## config.mk

```make
export PLATFORM = sky130hd
export DESIGN_NAME = byte_timer
export DESIGN_NICKNAME = d
export VERILOG_FILES = /design/src/rtl/bt_pkg.sv /design/src/rtl/bt_prescaler.sv /design/src/rtl/bt_counter.sv /design/src/rtl/bt_regs.sv /design/src/rtl/byte_timer.sv
export SDC_FILE = /design/constraint.sdc
export NUM_CORES = 1
export LEC_CHECK = 0
export ABC_AREA = 1
export CAP_MARGIN = 25
export CORE_ASPECT_RATIO = 0.6
export CORE_MARGIN = 2
export CORE_UTILIZATION = 30
export DETAILED_ROUTE_END_ITERATION = 6
export SETUP_SLACK_MARGIN = 0.4
export SLEW_MARGIN = 20
export SYNTH_ARGS = -nofsm -noshare
export SYNTH_HDL_FRONTEND = slang
export SYNTH_SLANG_ARGS = --single-unit
export TNS_END_PERCENT = 50
```

## constraint.sdc

```tcl
create_clock -name clk_i -period 1.6 [get_ports clk_i]
set_input_delay 0.32 -clock clk_i [delete_from_list [all_inputs] [get_ports clk_i]]
set_output_delay 0.32 -clock clk_i [all_outputs]
set_load 0.005 [all_outputs]
```

## src/rtl/bt_pkg.sv

```systemverilog
package bt_pkg;
  parameter int ADDR_W    = 3;
  parameter int PSC_SEL_W = 2;

  localparam logic [ADDR_W-1:0] ADR_CTRL   = 3'd0;
  localparam logic [ADDR_W-1:0] ADR_STAT   = 3'd1;
  localparam logic [ADDR_W-1:0] ADR_CMP_LO = 3'd2;
  localparam logic [ADDR_W-1:0] ADR_CMP_HI = 3'd3;
  localparam logic [ADDR_W-1:0] ADR_CNT_LO = 3'd4;
  localparam logic [ADDR_W-1:0] ADR_CNT_HI = 3'd5;

  typedef struct packed {
    logic                 clr_on_match;
    logic                 irq_en;
    logic [PSC_SEL_W-1:0] psc_sel;
    logic                 run;
  } ctrl_t;

  localparam int CTRL_W = $bits(ctrl_t);
endpackage

```

## src/rtl/bt_prescaler.sv

```systemverilog
module bt_prescaler #(
  parameter int SEL_W = 2
) (
  input  logic             clk_i,
  input  logic             rst_ni,
  input  logic             run_i,
  input  logic [SEL_W-1:0] sel_i,
  output logic             tick_o
);
  localparam int PC_W = (1 << SEL_W) - 1;

  logic [PC_W-1:0] pc_q;
  logic [PC_W-1:0] mask;

  always_comb mask = PC_W'((1 << sel_i) - 1);

  assign tick_o = run_i && ((pc_q & mask) == mask);

  always_ff @(posedge clk_i or negedge rst_ni) begin
    if (!rst_ni)    pc_q <= '0;
    else if (run_i) pc_q <= pc_q + 1'b1;
    else            pc_q <= '0;
  end
endmodule

```

## src/rtl/bt_counter.sv

```systemverilog
module bt_counter #(
  parameter int BYTE_W = 8,
  localparam int CNT_W = 2 * BYTE_W
) (
  input  logic              clk_i,
  input  logic              rst_ni,
  input  logic              tick_i,
  input  logic              clr_on_match_i,
  input  logic [CNT_W-1:0]  cmp_i,
  input  logic              wr_lo_i,
  input  logic              wr_hi_i,
  input  logic [BYTE_W-1:0] wdata_i,
  output logic [CNT_W-1:0]  cnt_o,
  output logic              match_o
);
  logic [CNT_W-1:0]  cnt_q;
  logic [BYTE_W-1:0] stage_q;
  logic              eq;

  assign eq      = (cnt_q == cmp_i);
  assign match_o = tick_i && eq;
  assign cnt_o   = cnt_q;

  always_ff @(posedge clk_i or negedge rst_ni) begin
    if (!rst_ni) begin
      cnt_q   <= '0;
      stage_q <= '0;
    end else begin
      if (tick_i)       cnt_q <= (clr_on_match_i && eq) ? '0 : cnt_q + 1'b1;
      else if (wr_hi_i) cnt_q <= {wdata_i, stage_q};
      if (wr_lo_i)      stage_q <= wdata_i;
    end
  end
endmodule

```

## src/rtl/bt_regs.sv

```systemverilog
module bt_regs
  import bt_pkg::*;
#(
  parameter int BYTE_W = 8,
  localparam int CNT_W = 2 * BYTE_W
) (
  input  logic              clk_i,
  input  logic              rst_ni,
  input  logic [ADDR_W-1:0] addr_i,
  input  logic              wr_en_i,
  input  logic              rd_en_i,
  input  logic [BYTE_W-1:0] wdata_i,
  input  logic [CNT_W-1:0]  cnt_i,
  input  logic              match_i,
  output ctrl_t             ctrl_o,
  output logic [CNT_W-1:0]  cmp_o,
  output logic              flag_o,
  output logic              wr_cnt_lo_o,
  output logic              wr_cnt_hi_o,
  output logic [BYTE_W-1:0] rdata_o,
  output logic              irq_o
);
  ctrl_t             ctrl_q;
  logic [CNT_W-1:0]  cmp_q;
  logic              flag_q;
  logic [BYTE_W-1:0] shadow_q;
  logic [BYTE_W-1:0] rd_mux;

  assign wr_cnt_lo_o = wr_en_i && (addr_i == ADR_CNT_LO) && !ctrl_q.run;
  assign wr_cnt_hi_o = wr_en_i && (addr_i == ADR_CNT_HI) && !ctrl_q.run;

  always_ff @(posedge clk_i or negedge rst_ni) begin
    if (!rst_ni) begin
      ctrl_q   <= '0;
      cmp_q    <= '0;
      flag_q   <= 1'b0;
      shadow_q <= '0;
    end else begin
      if (wr_en_i && addr_i == ADR_CTRL)   ctrl_q <= ctrl_t'(wdata_i[CTRL_W-1:0]);
      if (wr_en_i && addr_i == ADR_CMP_LO) cmp_q[BYTE_W-1:0] <= wdata_i;
      if (wr_en_i && addr_i == ADR_CMP_HI) cmp_q[CNT_W-1:BYTE_W] <= wdata_i;
      // set has priority over write-one-to-clear
      if (match_i)                                         flag_q <= 1'b1;
      else if (wr_en_i && addr_i == ADR_STAT && wdata_i[0]) flag_q <= 1'b0;
      if (rd_en_i && addr_i == ADR_CNT_LO) shadow_q <= cnt_i[CNT_W-1:BYTE_W];
    end
  end

  always_comb begin
    case (addr_i)
      ADR_CTRL:   rd_mux = BYTE_W'(ctrl_q);
      ADR_STAT:   rd_mux = BYTE_W'(flag_q);
      ADR_CMP_LO: rd_mux = cmp_q[BYTE_W-1:0];
      ADR_CMP_HI: rd_mux = cmp_q[CNT_W-1:BYTE_W];
      ADR_CNT_LO: rd_mux = cnt_i[BYTE_W-1:0];
      ADR_CNT_HI: rd_mux = shadow_q;
      default:    rd_mux = '0;
    endcase
  end

  assign rdata_o = rd_en_i ? rd_mux : '0;
  assign irq_o   = flag_q && ctrl_q.irq_en;
  assign ctrl_o  = ctrl_q;
  assign cmp_o   = cmp_q;
  assign flag_o  = flag_q;
endmodule

```

## src/rtl/byte_timer.sv

```systemverilog
module byte_timer
  import bt_pkg::*;
#(
  parameter int BYTE_W = 8,
  localparam int CNT_W = 2 * BYTE_W
) (
  input  logic              clk_i,
  input  logic              rst_ni,
  input  logic [ADDR_W-1:0] addr_i,
  input  logic              wr_en_i,
  input  logic              rd_en_i,
  input  logic [BYTE_W-1:0] wdata_i,
  output logic [BYTE_W-1:0] rdata_o,
  output logic              irq_o
);
  ctrl_t            ctrl;
  logic [CNT_W-1:0] cnt;
  logic [CNT_W-1:0] cmp;
  logic             tick;
  logic             match;
  logic             flag;
  logic             wr_lo;
  logic             wr_hi;

  bt_regs #(.BYTE_W(BYTE_W)) u_regs (
    .clk_i, .rst_ni, .addr_i, .wr_en_i, .rd_en_i, .wdata_i,
    .cnt_i(cnt), .match_i(match), .ctrl_o(ctrl), .cmp_o(cmp), .flag_o(flag),
    .wr_cnt_lo_o(wr_lo), .wr_cnt_hi_o(wr_hi), .rdata_o, .irq_o
  );

  bt_prescaler #(.SEL_W(PSC_SEL_W)) u_psc (
    .clk_i, .rst_ni, .run_i(ctrl.run), .sel_i(ctrl.psc_sel), .tick_o(tick)
  );

  bt_counter #(.BYTE_W(BYTE_W)) u_cnt (
    .clk_i, .rst_ni, .tick_i(tick), .clr_on_match_i(ctrl.clr_on_match),
    .cmp_i(cmp), .wr_lo_i(wr_lo), .wr_hi_i(wr_hi), .wdata_i,
    .cnt_o(cnt), .match_o(match)
  );
endmodule

```

== Word level (Yosys, flattened, before mapping) ==
Index checks and enable logic that the tools add are counted.
Storage, ports and cells
  bits in registers: 57
  output and inout port bits: 9
Cells by class
  $add $sub $neg: 3
  eq/ne operators: 7
  shift operators: 1
  multiplexer cells: 8
  bitwise logic cells: 1
  reductions and logical operators: 18
Operators by type and width (count)
  16-bit 2-to-1 mux: 3
  8-bit one-hot mux with 6 select lines: 1
  16-bit by 1-bit adder with 16-bit output (second input constant): 1
  16-bit equality test: 1
  1-bit logical AND: 14
  8-bit 2-to-1 mux: 1
  3-bit by 2-bit equality test with 1-bit output (second input constant): 2
  3-bit equality test (second input constant): 2
  2-bit nonzero test: 2
  3-bit by 1-bit adder with 3-bit output (second input constant): 1
  3-bit AND: 1
  3-bit by 1-bit equality test with 1-bit output (second input constant): 1
  3-bit equality test: 1
  3-bit logical NOT: 1
  3-bit 2-to-1 mux: 1
  1-bit by 2-bit left shift with 3-bit output (first input constant): 1
  3-bit by 2-bit subtractor with 3-bit output (second input constant): 1
  1-bit 2-to-1 mux: 2
  1-bit logical NOT: 1

== Longest topological paths before layout ==
Gate-level depths: netlist of the first run.
  depth after elaboration: 7
  mapped depth: 11
  depth with buffers taken out: 9

== Modules after synthesis ==
Synthesis of the first run repeated with hierarchy kept, for this count alone.
Second synthesis, totals
  cells, all modules: 495
  area, all modules: 3626.0 sq um
Modules (own cells, without submodules)
  bt_counter: instances 1, cells each 268, area each 1776.7 sq um, seq. area each 600.6 sq um
  bt_regs: instances 1, cells each 210, area each 1705.4 sq um, seq. area each 750.7 sq um
  bt_prescaler: instances 1, cells each 17, area each 143.9 sq um, seq. area each 75.1 sq um

== Worst setup path before layout of the first run ==
Ideal clock, no wire load.
  path kind: register to register
  start point: reg u_psc.pc_q[2]
  end point: reg u_cnt.cnt_q[15], in the netlist u_cnt.cnt_o[15]
  library setup time: 0.121 ns
  arrival: 1.276 ns
  setup slack: 0.203 ns
  cell stages (with the launch flop): 9
  path buffers: 2
  clock period less this slack: 1.397 ns
  cell sequence: dfrtp_1 > o21a_1 > o21a_1 > buf_6 > inv_4 > nand2_4 > buf_4 > nor2_1 > a21oi_2
On the way
  longest elaborated chain between the ends: 4
  elaborated cells on any way between the ends: 5
  those cells by class: 1 x eq/ne; 1 x mux; 1 x bitwise; 2 x reduce/logical
Ends and longest elaborated chain
  start: declaration: line bt_prescaler.sv:12  | logic [PC_W-1:0] pc_q;
  start signal: assignment: line bt_prescaler.sv:21  | else if (run_i) pc_q <= pc_q + 1'b1;
  3-bit AND (*): line bt_prescaler.sv:17  | assign tick_o = run_i && ((pc_q & mask) == mask);
  3-bit equality test (*): line bt_prescaler.sv:17
  1-bit logical AND (*): line bt_prescaler.sv:17
  16-bit 2-to-1 mux or 2-bit nonzero test (tied branches)
  end signal: assignment: line bt_counter.sv:29  | if (tick_i) cnt_q <= (clr_on_match_i && eq) ? '0 : cnt_q + 1'b1;
  end signal: assignment: line bt_counter.sv:30  | else if (wr_hi_i) cnt_q <= {wdata_i, stage_q};
  end: declaration: line bt_counter.sv:16  | logic [CNT_W-1:0] cnt_q;
Mark *: on every way between the ends. The rest lies on a longest branch, timed or not.
A chain may end at the register's enable or synchronous reset.

== Worst setup path in the final report of the first run ==
  start point: reg u_regs.cmp_q[14], in the netlist u_regs.cmp_o[14]
  end point: reg u_cnt.cnt_q[9], in the netlist u_cnt.cnt_o[9]
On the way
  longest elaborated chain between the ends: 4
Ends and longest elaborated chain
  start: declaration: line bt_regs.sv:24  | logic [CNT_W-1:0] cmp_q;
  start signal: indexed assignment: line bt_regs.sv:40  | if (wr_en_i && addr_i == ADR_CMP_LO) cmp_q[BYTE_W-1:0] <= wdata_i;
  start signal: indexed assignment: line bt_regs.sv:41  | if (wr_en_i && addr_i == ADR_CMP_HI) cmp_q[CNT_W-1:BYTE_W] <= wdata_i;
  16-bit equality test: line bt_counter.sv:20  | assign eq = (cnt_q == cmp_i);
  1-bit logical AND: line bt_counter.sv:29
  16-bit 2-to-1 mux (2 in a row): line bt_counter.sv:29
No other way between the ends.

==> results.md, run 1 <==
- Status: finished, violations left
- Failing checks: negative setup slack
- Synth Area in Simple Gates: 0.284
- WL per Instance: 17.4 µm
- Share of the yosys chip area belonging to registers: 0.429
- Synth Area in Compound Gates: 0.159
- Vias in the first global route: roughly 3300
- WL final: 12.5 mm
- Top cell type by total area after synthesis: dfrtp_1
- Clock transition at the registers of the reported paths: 0.06 ns
- Syn Nets: between 400 and 500
- H-tree levels: 3
- Critical Path Sink Type: flop
- Post-synth EDFFs: 0
- Clk network pwr share: 0.258
- Core area: 10700 µm²
- # rows: 29
- Count leader, synth: nand2_1
- Synth Flop Type: dfrtp_1
- # port buffers: 23
- Crit path time final: ~1.7 ns
- Critical Path Start Type: flop
- Height of the chip: around 86 µm
- Die area: 12000 µm²
- Worst r2r path cells: 10
- Post-Synth Adder-Cell Area: 0.00752
- Worst hold path depth: 6
- Int Power: 0.00491 W
- WS Path Type: reg -> reg
- DR pass1 iterations: 5
- Final hold viol count: 0
- Net count reported at finish: 592
- Synth-to-layout area growth: 60.7%
- Pin count of the biggest net entering global routing: 36
- Combinational share of power: 0.462
- Share of cells above drive strength 1: 0.459
- Net Sw Frac: 0.407
- DP Wirelength: around 8.7 mm
- CP required: 1.81 ns
- Crit-path max FO: 6
- Fmax: 599 MHz
- Sequential Power Share: 0.280
- Power Density: 1550 nW/µm²
- Grt total ovfl: 0
- Synth async-reset ratio: 1.00
- TritonCTS clock tree: yes
- Global-route wire length before repair: 18.4 mm
- Global Route Usage Sum: 0.206
- Final core occ: 0.501
- Most Used Layer, Global Route: met1
- CTS Root Cell: clkbuf_16
- Top Ports: 24
- Filler cells: 996
- Die W: 140 µm
- Met1 Resource Use GR: 0.321
- CP Cell Sequence: buf_4, nand2_1, nand2_1, nor2_2, nand2_2, nor2_4, nand3_4, clkbuf_16, nand3_2, a21oi_2
- Worst Tran Pin Value: roughly 0.45 ns
- Path category of the worst min-delay check: in -> reg
- GPL Wtd Cong: about 0.91
- RSZ-0062 raised after global routing: true
- Most frequent CP cell: nand2_1
- Cell family with most CP delay: simple AND/OR/NAND/NOR gates
- Worst Slack Setup Final: -0.0688 ns
- Peak VDD IR: 0.764 mV
- Largest family of logic cells by synthesized area: simple AND/OR/NAND/NOR gates
- Setup-failing EPs final: 20
- NetSw: about 0.0034 W
- Post-synthesis mux area share: 0.00338
- Via count: 3611
- GR Util met3: 0.0664
- Clock insertion delay at the later pin of the skew report: 0.34 ns
- CP peak stage delay: between 0.4 and 0.5 ns
- Distinct cell type count of the synthesized netlist: 32
- GR Util met2: 0.271
- Clk sinks: 57
- Ant. Diodes: 0
- Area share of the largest cell type after synthesis: 0.429
- Syn. warnings: 0
- Leakage: about 2.6 nW
- Synth cell count leaders: nand2_1, o21ai_0, dfrtp_1
- DRC Markers: 0
- Via density: ~5.0
- Area contributors post-synth: dfrtp_1, nand2_1, o21ai_0, inv_1, nor2_1
- Synth Register Bits: 57
- Tcrit/Tclk final: 1.04
- Max_slew headroom: 0.700
- Gate Count Post-Synth: 456
- Crit. path cell count: 10
- Max Root-Sink Buffers: 2
- Worst path slowest cell: dfrtp_1
- TritonCTS buffer count: 9
- Tot Pwr: ~0.0083 W
- Critical path arrival: 1.88 ns
- Cell Area, Synth: 3330 µm²
- Max Slew Vio Count: 0
- Max-Cap Viols: 0
- Initial DRC count: about 340
- Starting Density: 0.312
- Avg Synthesized Cell Area: roughly 7.3 µm²
- Clock skew: 0.00819 ns
- Worst path bufs/invs: 2
- Final ANT Viol Nets: 0
- XOR/XNOR share of the synthesized area: 0.0211
- Initial antenna violation count: 0
[placed cells by master (no fill, tap or decap), drive strengths merged, types with 8 or more instances in the layout]
master	n
xor2	8
dfrtp	57
a21oi	20
buf	106
nand3	26
nand2	129
nor2	51
clkbuf	10
inv	68
o21ai	60
o22ai	8
clkdlybuf4s50	9
[area by class of cell]
type	count	area, µm²	area share
tap	139	174	0.0325
timing repair inverter	1	3.75	0.000702
inverter	65	254	0.0475
multi-input combinational	323	2100	0.393
sequential	57	1430	0.268
timing repair buffer	118	1060	0.197
clock buffer	9	225	0.0421
clock inverter	7	103	0.0192
[state kept, by name (all words and copies together) (netlist names)]
signal           count
u_regs.cmp_o        16
u_psc.pc_q           3
u_regs.ctrl_o        5
u_cnt.stage_q        8
u_regs.flag_o        1
u_regs.shadow_q      8
u_cnt.cnt_o         16
[worst paths after layout]
| path | slack, ns | to | start |
|---|---|---|---|
| max in group asynchronous | 0.57 | u_regs.ctrl_o[0]$_DFFE_PN0P_ | rst_ni |
| min in group asynchronous | 0.46 | u_regs.shadow_q[2]$_DFFE_PN0P_ | rst_ni |
| max reg2reg | -0.07 | u_cnt.cnt_o[9]$_DFFE_PN0P_ | u_regs.cmp_o[14]$_DFFE_PN0P_ |
| min reg2reg | 0.48 | u_psc.pc_q[2]$_DFF_PN0_ | u_psc.pc_q[2]$_DFF_PN0_ |
| max | -0.07 | u_cnt.cnt_o[9]$_DFFE_PN0P_ | u_regs.cmp_o[14]$_DFFE_PN0P_ |
| min | 0.43 | u_regs.flag_o$_DFFE_PN0P_ | addr_i[1] |
[timing repair]
item,in CTS,in global routing
gates cloned,1,2
hold endpoints to repair,16,0
gates resized for setup,125,101
setup buffers,19,5
hold buffers,1,0
endpoints found under the setup margin,63,55
pin swaps,24,23
[power by group through the flow]
stage	clock [W]	combinational, W	sequential (W)
after floorplan	0	0.00160	0.00225
after global placement	0	0.00295	0.00226
after detailed placement	0	0.00301	0.00227
after CTS	0.00216	0.00329	0.00228
after global routing	0.00222	0.00417	0.00237
final	0.00214	0.00383	0.00232
[cells by family after synthesis]
kind of cell    after synthesis
mux                           1
compound gates               98
simple gates                214
flops                        57
xor+xnor                      8
fa+ha+maj                     2
buf+inv                      76
[layer usage]
layer | vias up | part of all wire | wire length (µm)
met5 | - | 0 | 0
met4 | 0 | 0.014 | 175
met3 | 17 | 0.099 | 1240
met2 | 145 | 0.41 | 5080
met1 | 1733 | 0.48 | 6000
li1 | 1716 | - | -
[worst reg2reg max path, cell delays in order, from the launching register on]
cell and delay (ns):
dfrtp_1 0.41, buf_4 0.16, nand2_1 0.05, nand2_1 0.10, nor2_2 0.15, nand2_2 0.08, nor2_4 0.15, nand3_4 0.14
clkbuf_16 0.20, nand3_2 0.07, a21oi_2 0.05
[stage by stage]
stage	instances	hold slack [ns]	TNS (ns)	worst slack (ns)	area [µm²]
4_1_cts	712	0.460	-0.198	-0.0665	4910
5_1_grt	719	0.468	-1.81	-0.120	5350
3_5_place_dp	675	0.284	-22.91	-0.791	4260
6_report	719	0.431	-0.676	-0.0688	5350
2_1_floorplan	456	0.0244	0	0.249	3370
3_3_place_gp	675	0.275	-20.37	-0.760	4260
(Power assumes the default switching activity.)
==> run 2, diff against run 1 <==
Settings changed: DONT_BUFFER_PORTS set to 1.
==> run 2 against run 1 <==
Net effect: the flow finishes with violations (negative hold slack, negative setup slack); clock skew grew 0.00055 ns; clock power shrank 15%; first-iteration DRC count decreased by 17%; final area decreased by 15%; combinational power decreased by 12%; maximum frequency grew 2.4%; largest power group unchanged.
==> results.md, run 2 (same netlist as run 1, synthesis figures left out) <==
- Clock skew: 0.00874 ns (was 0.00819 ns)
- Core area: 10700 µm² (unchanged)
- Critical path arrival: 1.83 ns (was 1.88 ns)
- DP Wirelength: 8.81 mm (was 8.75 mm)
- H-tree levels: 3 (unchanged)
- Worst path slowest cell: o21ai_0 (was dfrtp_1)
- Initial antenna violation count: 0 (unchanged)
- Peak VDD IR: 0.736 mV (was 0.764 mV)
- Height of the chip: 85.6 µm (unchanged)
- WL final: 12.0 mm (was 12.5 mm)
- Tcrit/Tclk final: 1.02 (was 1.04)
- TritonCTS clock tree: yes (unchanged)
- CP required: 1.80 ns (was 1.81 ns)
- Worst Tran Pin Value: 0.639 ns (was 0.450 ns)
- Power Density: 1680 nW/µm² (was 1550 nW/µm²)
- Final hold viol count: 57 (was 0)
- Worst hold slack: -0.325 ns (was 0.431 ns)
- Flop2flop setup slack: -0.03 ns (was -0.07 ns)
- Vias in the first global route: 3099 (was 3265)
- Via count: 3360 (was 3611)
- Worst r2r path cells: 5 (was 10)
- Via density: 5.12 (was 5.02)
- Max Slew Vio Count: 0 (unchanged)
- Grt total ovfl: 0 (unchanged)
- Worst Slack Setup Final: -0.0295 ns (was -0.0688 ns)
- Die area: 12000 µm² (unchanged)
- Failing checks: negative hold slack, negative setup slack (was negative setup slack)
- GPL Wtd Cong: 0.976 (was 0.910)
- Total negative slack: -0.149 ns (was -0.676 ns)
- Critical Path Sink Type: flop (unchanged)
- Worst R2R End: u_cnt.cnt_o[13]$_DFFE_PN0P_ (was u_cnt.cnt_o[9]$_DFFE_PN0P_)
- Crit path to: u_cnt.cnt_o[13]$_DFFE_PN0P_ (was u_cnt.cnt_o[9]$_DFFE_PN0P_)
- Starting Density: 0.312 (unchanged)
- Share of cells above drive strength 1: 0.350 (was 0.459)
- Final ANT Viol Nets: 0 (unchanged)
- # port buffers: 0 (was 23)
- TritonCTS buffer count: 9 (unchanged)
- Reg-to-Reg Start: u_regs.ctrl_o[0]$_DFFE_PN0P_ (was u_regs.cmp_o[14]$_DFFE_PN0P_)
- Commonest non-fill, non-tap cell in the layout: nand2_1 (unchanged)
- WS Path Type: reg -> reg (unchanged)
- Max_slew headroom: 0.570 (was 0.700)
- CTS Root Cell: clkbuf_16 (unchanged)
- Leakage: 2.12 nW (was 2.55 nW)
- Critical Path Start Type: flop (unchanged)
- RSZ-0062 raised after global routing: true (unchanged)
- Global Route Usage Sum: 0.201 (was 0.206)
- Path category of the worst min-delay check: in -> async (was in -> reg)
- Crit path time final: 1.63 ns (was 1.67 ns)
- Net count reported at finish: 529 (was 592)
- Die W: 140 µm (unchanged)
- DR pass1 iterations: 5 (unchanged)
- Top Ports: 24 (unchanged)
- Max-Cap Viols: 0 (unchanged)
- Setup-failing EPs final: 10 (was 20)
- CP peak stage delay: 0.53 ns (was 0.41 ns)
- Ant. Diodes: 0 (unchanged)
- Clock insertion delay at the later pin of the skew report: 0.34 ns (about the same)
- Status: finished, violations left (unchanged)
- Clk sinks: 57 (unchanged)
- Initial DRC count: 281 (was 337)
- Fmax: 614 MHz (was 599 MHz)
- Max Root-Sink Buffers: 2 (unchanged)
- # rows: 29 (unchanged)
- Crit-path max FO: 14 (was 6)
- Final core occ: 0.427 (was 0.501)
- Synth-to-layout area growth: 36.8% (was 60.7%)
- Clock transition at the registers of the reported paths: 0.06 ns (about the same)
- Global-route wire length before repair: 17.9 mm (was 18.4 mm)
- DRC Markers: 0 (unchanged)
- Most frequent cells in the layout: nand2_1, o21ai_0, buf_4 (was nand2_1, buf_4, dfrtp_1)
- Pin count of the biggest net entering global routing: 58 (was 36)
- WL per Instance: 18.3 µm (was 17.4 µm)
- CP Cell Sequence: nor2_2, nand2_1, buf_4, o21ai_0, a21oi_2 (was buf_4, nand2_1, nand2_1, nor2_2, nand2_2, nor2_4, nand3_4, clkbuf_16, nand3_2, a21oi_2)
- CP startpoint: u_regs.ctrl_o[0]$_DFFE_PN0P_ (was u_regs.cmp_o[14]$_DFFE_PN0P_)
==> run 2: cell count changes in the layout (fill, tap and decap cells not counted), sizes merged <==
cell,previous run,this run
dlymetal6s2s,1,0
clkinvlp,1,3
inv,68,67
bufinv,2,0
buf,106,55
dlygate4sd3,1,0
clkdlybuf4s50,9,0
==> run 2: final cells by class <==
| cell class | instances | area [µm²] |
|---|---|---|
| repair buffers | 56 | 500 |
| clock buffers | 9 | 225 |
| well taps | 139 | 174 |
| inverters | 65 | 249 |
| clock inverters | 7 | 53.8 |
| fillers | 1088 | 6120 |
| flip-flops and latches | 57 | 1440 |
| multi-input cells | 323 | 1910 |
==> run 2: how the worst min path moves through the flow <==
stage,from,endpoint,slack [ns],cells past startpoint
floorplan,rst_ni,u_cnt.cnt_o[0]$_DFFE_PN0P_,0.02,0
global route,rst_ni,u_regs.shadow_q[1]$_DFFE_PN0P_,-0.34,0
CTS,rst_ni,u_cnt.cnt_o[2]$_DFFE_PN0P_,-0.33,0
detailed placement,rst_ni,u_regs.shadow_q[2]$_DFFE_PN0P_,0.03,0
global placement,rst_ni,u_regs.shadow_q[6]$_DFFE_PN0P_,0.03,0
finish,rst_ni,u_regs.shadow_q[1]$_DFFE_PN0P_,-0.33,0
==> run 2: what timing repair did <==
item / in CTS / in global routing
pin swaps: 24 / 33
resized for setup: 42 / 63
hold endpoints to repair: 57 / 57
setup buffers: 13 / 5
cloned: 0 / 1
endpoints found under the setup margin: 26 / 35
==> run 2: through the flow <==
stage / total power, W / cells / setup WS, ns / cell area, µm²
after floorplan: 0.00385 / 456 / 0.249 / 3370
after global placement: 0.00490 / 621 / -0.0384 / 3750
after detailed placement: 0.00492 / 621 / -0.0873 / 3750
after CTS: 0.00706 / 650 / -0.0128 / 4240
after global routing: 0.00811 / 656 / -0.0819 / 4550
final: 0.00766 / 656 / -0.0295 / 4550
==> run 2: report_power, final <==
group          internal, W  switching, W  total (W)
combinational      0.00144       0.00195    0.00338
sequential         0.00191      0.000554    0.00247
clock              0.00106      0.000750    0.00181
==> run 2: critical path: cells and delay by family, from the launching register on <==
kind / cells / cell delay (ns)
AOI/OAI and AO/OA: 2 / 0.64
DFF: 1 / 0.43
and+or+nand+nor: 2 / 0.24
buffers and inverters: 1 / 0.19
==> run 2: metal layers <==
metal	GRT usage	routed length [µm]
met4	0.0464	123
met2	0.246	4570
met5	0	0
met3	0.0759	1310
met1	0.321	6010
==> run 3, diff against run 2 <==
Settings changed: CTS_CLUSTER_SIZE set to 16, PLACE_DENSITY_LB_ADDON set to 0.08.
==> run 3 against run 2 <==
Net effect: the flow still finishes with violations (negative hold slack, negative setup slack); utilization increased by 1.6 points; critical endpoint is now u_cnt.cnt_o[1]$_DFFE_PN0P_; final cell count increased by 1.8%; via count decreased by 2.2%; critical path depth increased by 5; wire length increased by 3.2%; register-to-register slack about the same; final area increased by 3.8%; sequential share of layout area decreased by 1.2 points; worst hold slack improved by 0.0021 ns.
==> results.md, run 3 (same netlist as run 1, synthesis figures left out) <==
- Flop2flop setup slack: -0.02 ns (was -0.03 ns)
- Height of the chip: 85.6 µm (unchanged)
- Ant. Diodes: 0 (unchanged)
- Grt total ovfl: 0 (unchanged)
- Top Ports: 24 (unchanged)
- DP Worst Slack: -0.0949 ns (was -0.0873 ns)
- Synth-to-layout area growth: 42.0% (was 36.8%)
- # port buffers: 0 (unchanged)
- Die W: 140 µm (unchanged)
- DRC Markers: 0 (unchanged)
- DP Wirelength: 8.94 mm (was 8.81 mm)
- Leakage: 2.21 nW (was 2.12 nW)
- Critical Path Sink Type: flop (unchanged)
- H-tree levels: 3 (unchanged)
- Critical path arrival: 1.83 ns (about the same)
- Setup-failing EPs final: 4 (was 10)
- Tot Pwr: 0.00802 W (was 0.00766 W)
- Die area: 12000 µm² (unchanged)
- Via count: 3286 (was 3360)
- WL per Instance: 18.6 µm (was 18.3 µm)
- Pin count of the biggest net entering global routing: 58 (unchanged)
- Via density: 4.92 (was 5.12)
- Fmax: 618 MHz (was 614 MHz)
- TritonCTS clock tree: yes (unchanged)
- WL final: 12.4 mm (was 12.0 mm)
- Final hold viol count: 57 (unchanged)
- CTS Root Cell: clkbuf_16 (unchanged)
- Path category of the worst min-delay check: in -> async (unchanged)
- GPL Wtd Cong: 0.867 (was 0.976)
- Clock insertion delay at the later pin of the skew report: 0.33 ns (was 0.34 ns)
- Final ANT Viol Nets: 0 (unchanged)
- Peak VDD IR: 0.903 mV (was 0.736 mV)
- Crit-path max FO: 8 (was 14)
- Filler cells: 1094 (was 1088)
- Initial DRC count: 310 (was 281)
- Global Route Usage Sum: 0.212 (was 0.201)
- Global-route wire length before repair: 18.5 mm (was 17.9 mm)
- Clock skew: 0.00707 ns (was 0.00874 ns)
- Max Slew Vio Count: 0 (unchanged)
- Crit path time final: 1.62 ns (was 1.63 ns)
- Most frequent cells in the layout: nand2_1, o21ai_0, buf_4 (unchanged)
- Max-Cap Viols: 0 (unchanged)
- Initial antenna violation count: 0 (unchanged)
- Worst Slack Setup Final: -0.0174 ns (was -0.0295 ns)
- Failing checks: negative hold slack, negative setup slack (unchanged)
- Clk sinks: 57 (unchanged)
- Commonest non-fill, non-tap cell in the layout: nand2_1 (unchanged)
- Max_slew headroom: 0.588 (was 0.570)
- Vias in the first global route: 3018 (was 3099)
- Share of cells above drive strength 1: 0.374 (was 0.350)
- DR pass1 iterations: 5 (unchanged)
- RSZ-0062 raised after global routing: true (unchanged)
- Total negative slack: -0.0305 ns (was -0.149 ns)
- Status: finished, violations left (unchanged)
- Net count reported at finish: 541 (was 529)
- # rows: 29 (unchanged)
- Tcrit/Tclk final: 1.01 (was 1.02)
- WS Path Type: reg -> reg (unchanged)
- Worst hold slack: -0.323 ns (was -0.325 ns)
- TritonCTS buffer count: 9 (unchanged)
- Core area: 10700 µm² (unchanged)
- Critical Path Start Type: flop (unchanged)
- CP required: 1.81 ns (was 1.80 ns)
- Starting Density: 0.312 (unchanged)
- Power Density: 1700 nW/µm² (was 1680 nW/µm²)
- Clock transition at the registers of the reported paths: 0.05 ns (was 0.06 ns)
- Worst Tran Pin Value: 0.611 ns (was 0.639 ns)
- Max Root-Sink Buffers: 2 (unchanged)
==> run 3: metal layers <==
metal	GRT usage	up-vias	part of all wire
met1	0.340	1581	0.53
met5	0	-	0
met4	0.0409	0	0.0082
li1	-	1605	-
met3	0.0704	10	0.071
met2	0.268	90	0.39
==> run 3: power breakdown <==
group	internal (W)	total, W	leakage, nW	switching, W
combinational	0.00155	0.00358	1.37	0.00204
clock	0.00129	0.00200	0.149	0.000707
sequential	0.00191	0.00243	0.691	0.000522
==> run 3: cell type report <==
type                            instances  area (µm²)  share of cell area
Multi-Input combinational cell        323        1950               0.414
Sequential cell                        57        1440               0.305
Timing Repair Buffer                   68         597               0.126
Clock buffer                           12         256              0.0543
Inverter                               65         249              0.0527
Tap cell                              139         174              0.0368
Clock inverter                          4        51.3              0.0109
==> run 3: what timing repair did <==
action                                  in CTS  in global routing
buffers inserted                            19                  3
gates resized for setup                     39                 74
endpoints found under the setup margin      26                 34
hold endpoints to repair                    57                 57
cloned                                       0                  1
pin swaps                                   20                 22
==> run 3: worst paths after layout <==
kind                                            start  depth (start not counted)                           end
setup / recovery           u_cnt.cnt_o[3]$_DFFE_PN0P_                         10    u_cnt.cnt_o[1]$_DFFE_PN0P_
hold / removal                                 rst_ni                          0  u_regs.ctrl_o[3]$_DFFE_PN0P_
setup reg to reg           u_cnt.cnt_o[3]$_DFFE_PN0P_                         10    u_cnt.cnt_o[1]$_DFFE_PN0P_
hold reg to reg               u_psc.pc_q[2]$_DFF_PN0_                          1       u_psc.pc_q[2]$_DFF_PN0_
max in group asynchronous                      rst_ni                          0    u_cnt.cnt_o[6]$_DFFE_PN0P_
min in group clk_i                         wdata_i[6]                          2   u_regs.cmp_o[6]$_DFFE_PN0P_
==> run 3: metrics by stage <==
stage,cells,area (µm²),utilization,hold WS (ns)
finish,668,4720,0.443,-0.323
global route,668,4720,0.443,-0.338
CTS,664,4380,0.411,-0.332
global placement,629,3800,0.356,0.0259
floorplan,456,3370,-,0.0244
detailed placement,629,3800,0.356,0.0257
==> run 3: worst max-delay path, cell delays in order, from the launching register on <==
cell and delay, ns:
dfrtp_2 0.43, buf_4 0.17, nand2_1 0.07, nand2_1 0.06, nor2_2 0.08, nand2_1 0.10
nor2_4 0.14, nand3_4 0.11, clkbuf_16 0.21, nand3_2 0.08, a21oi_2 0.05
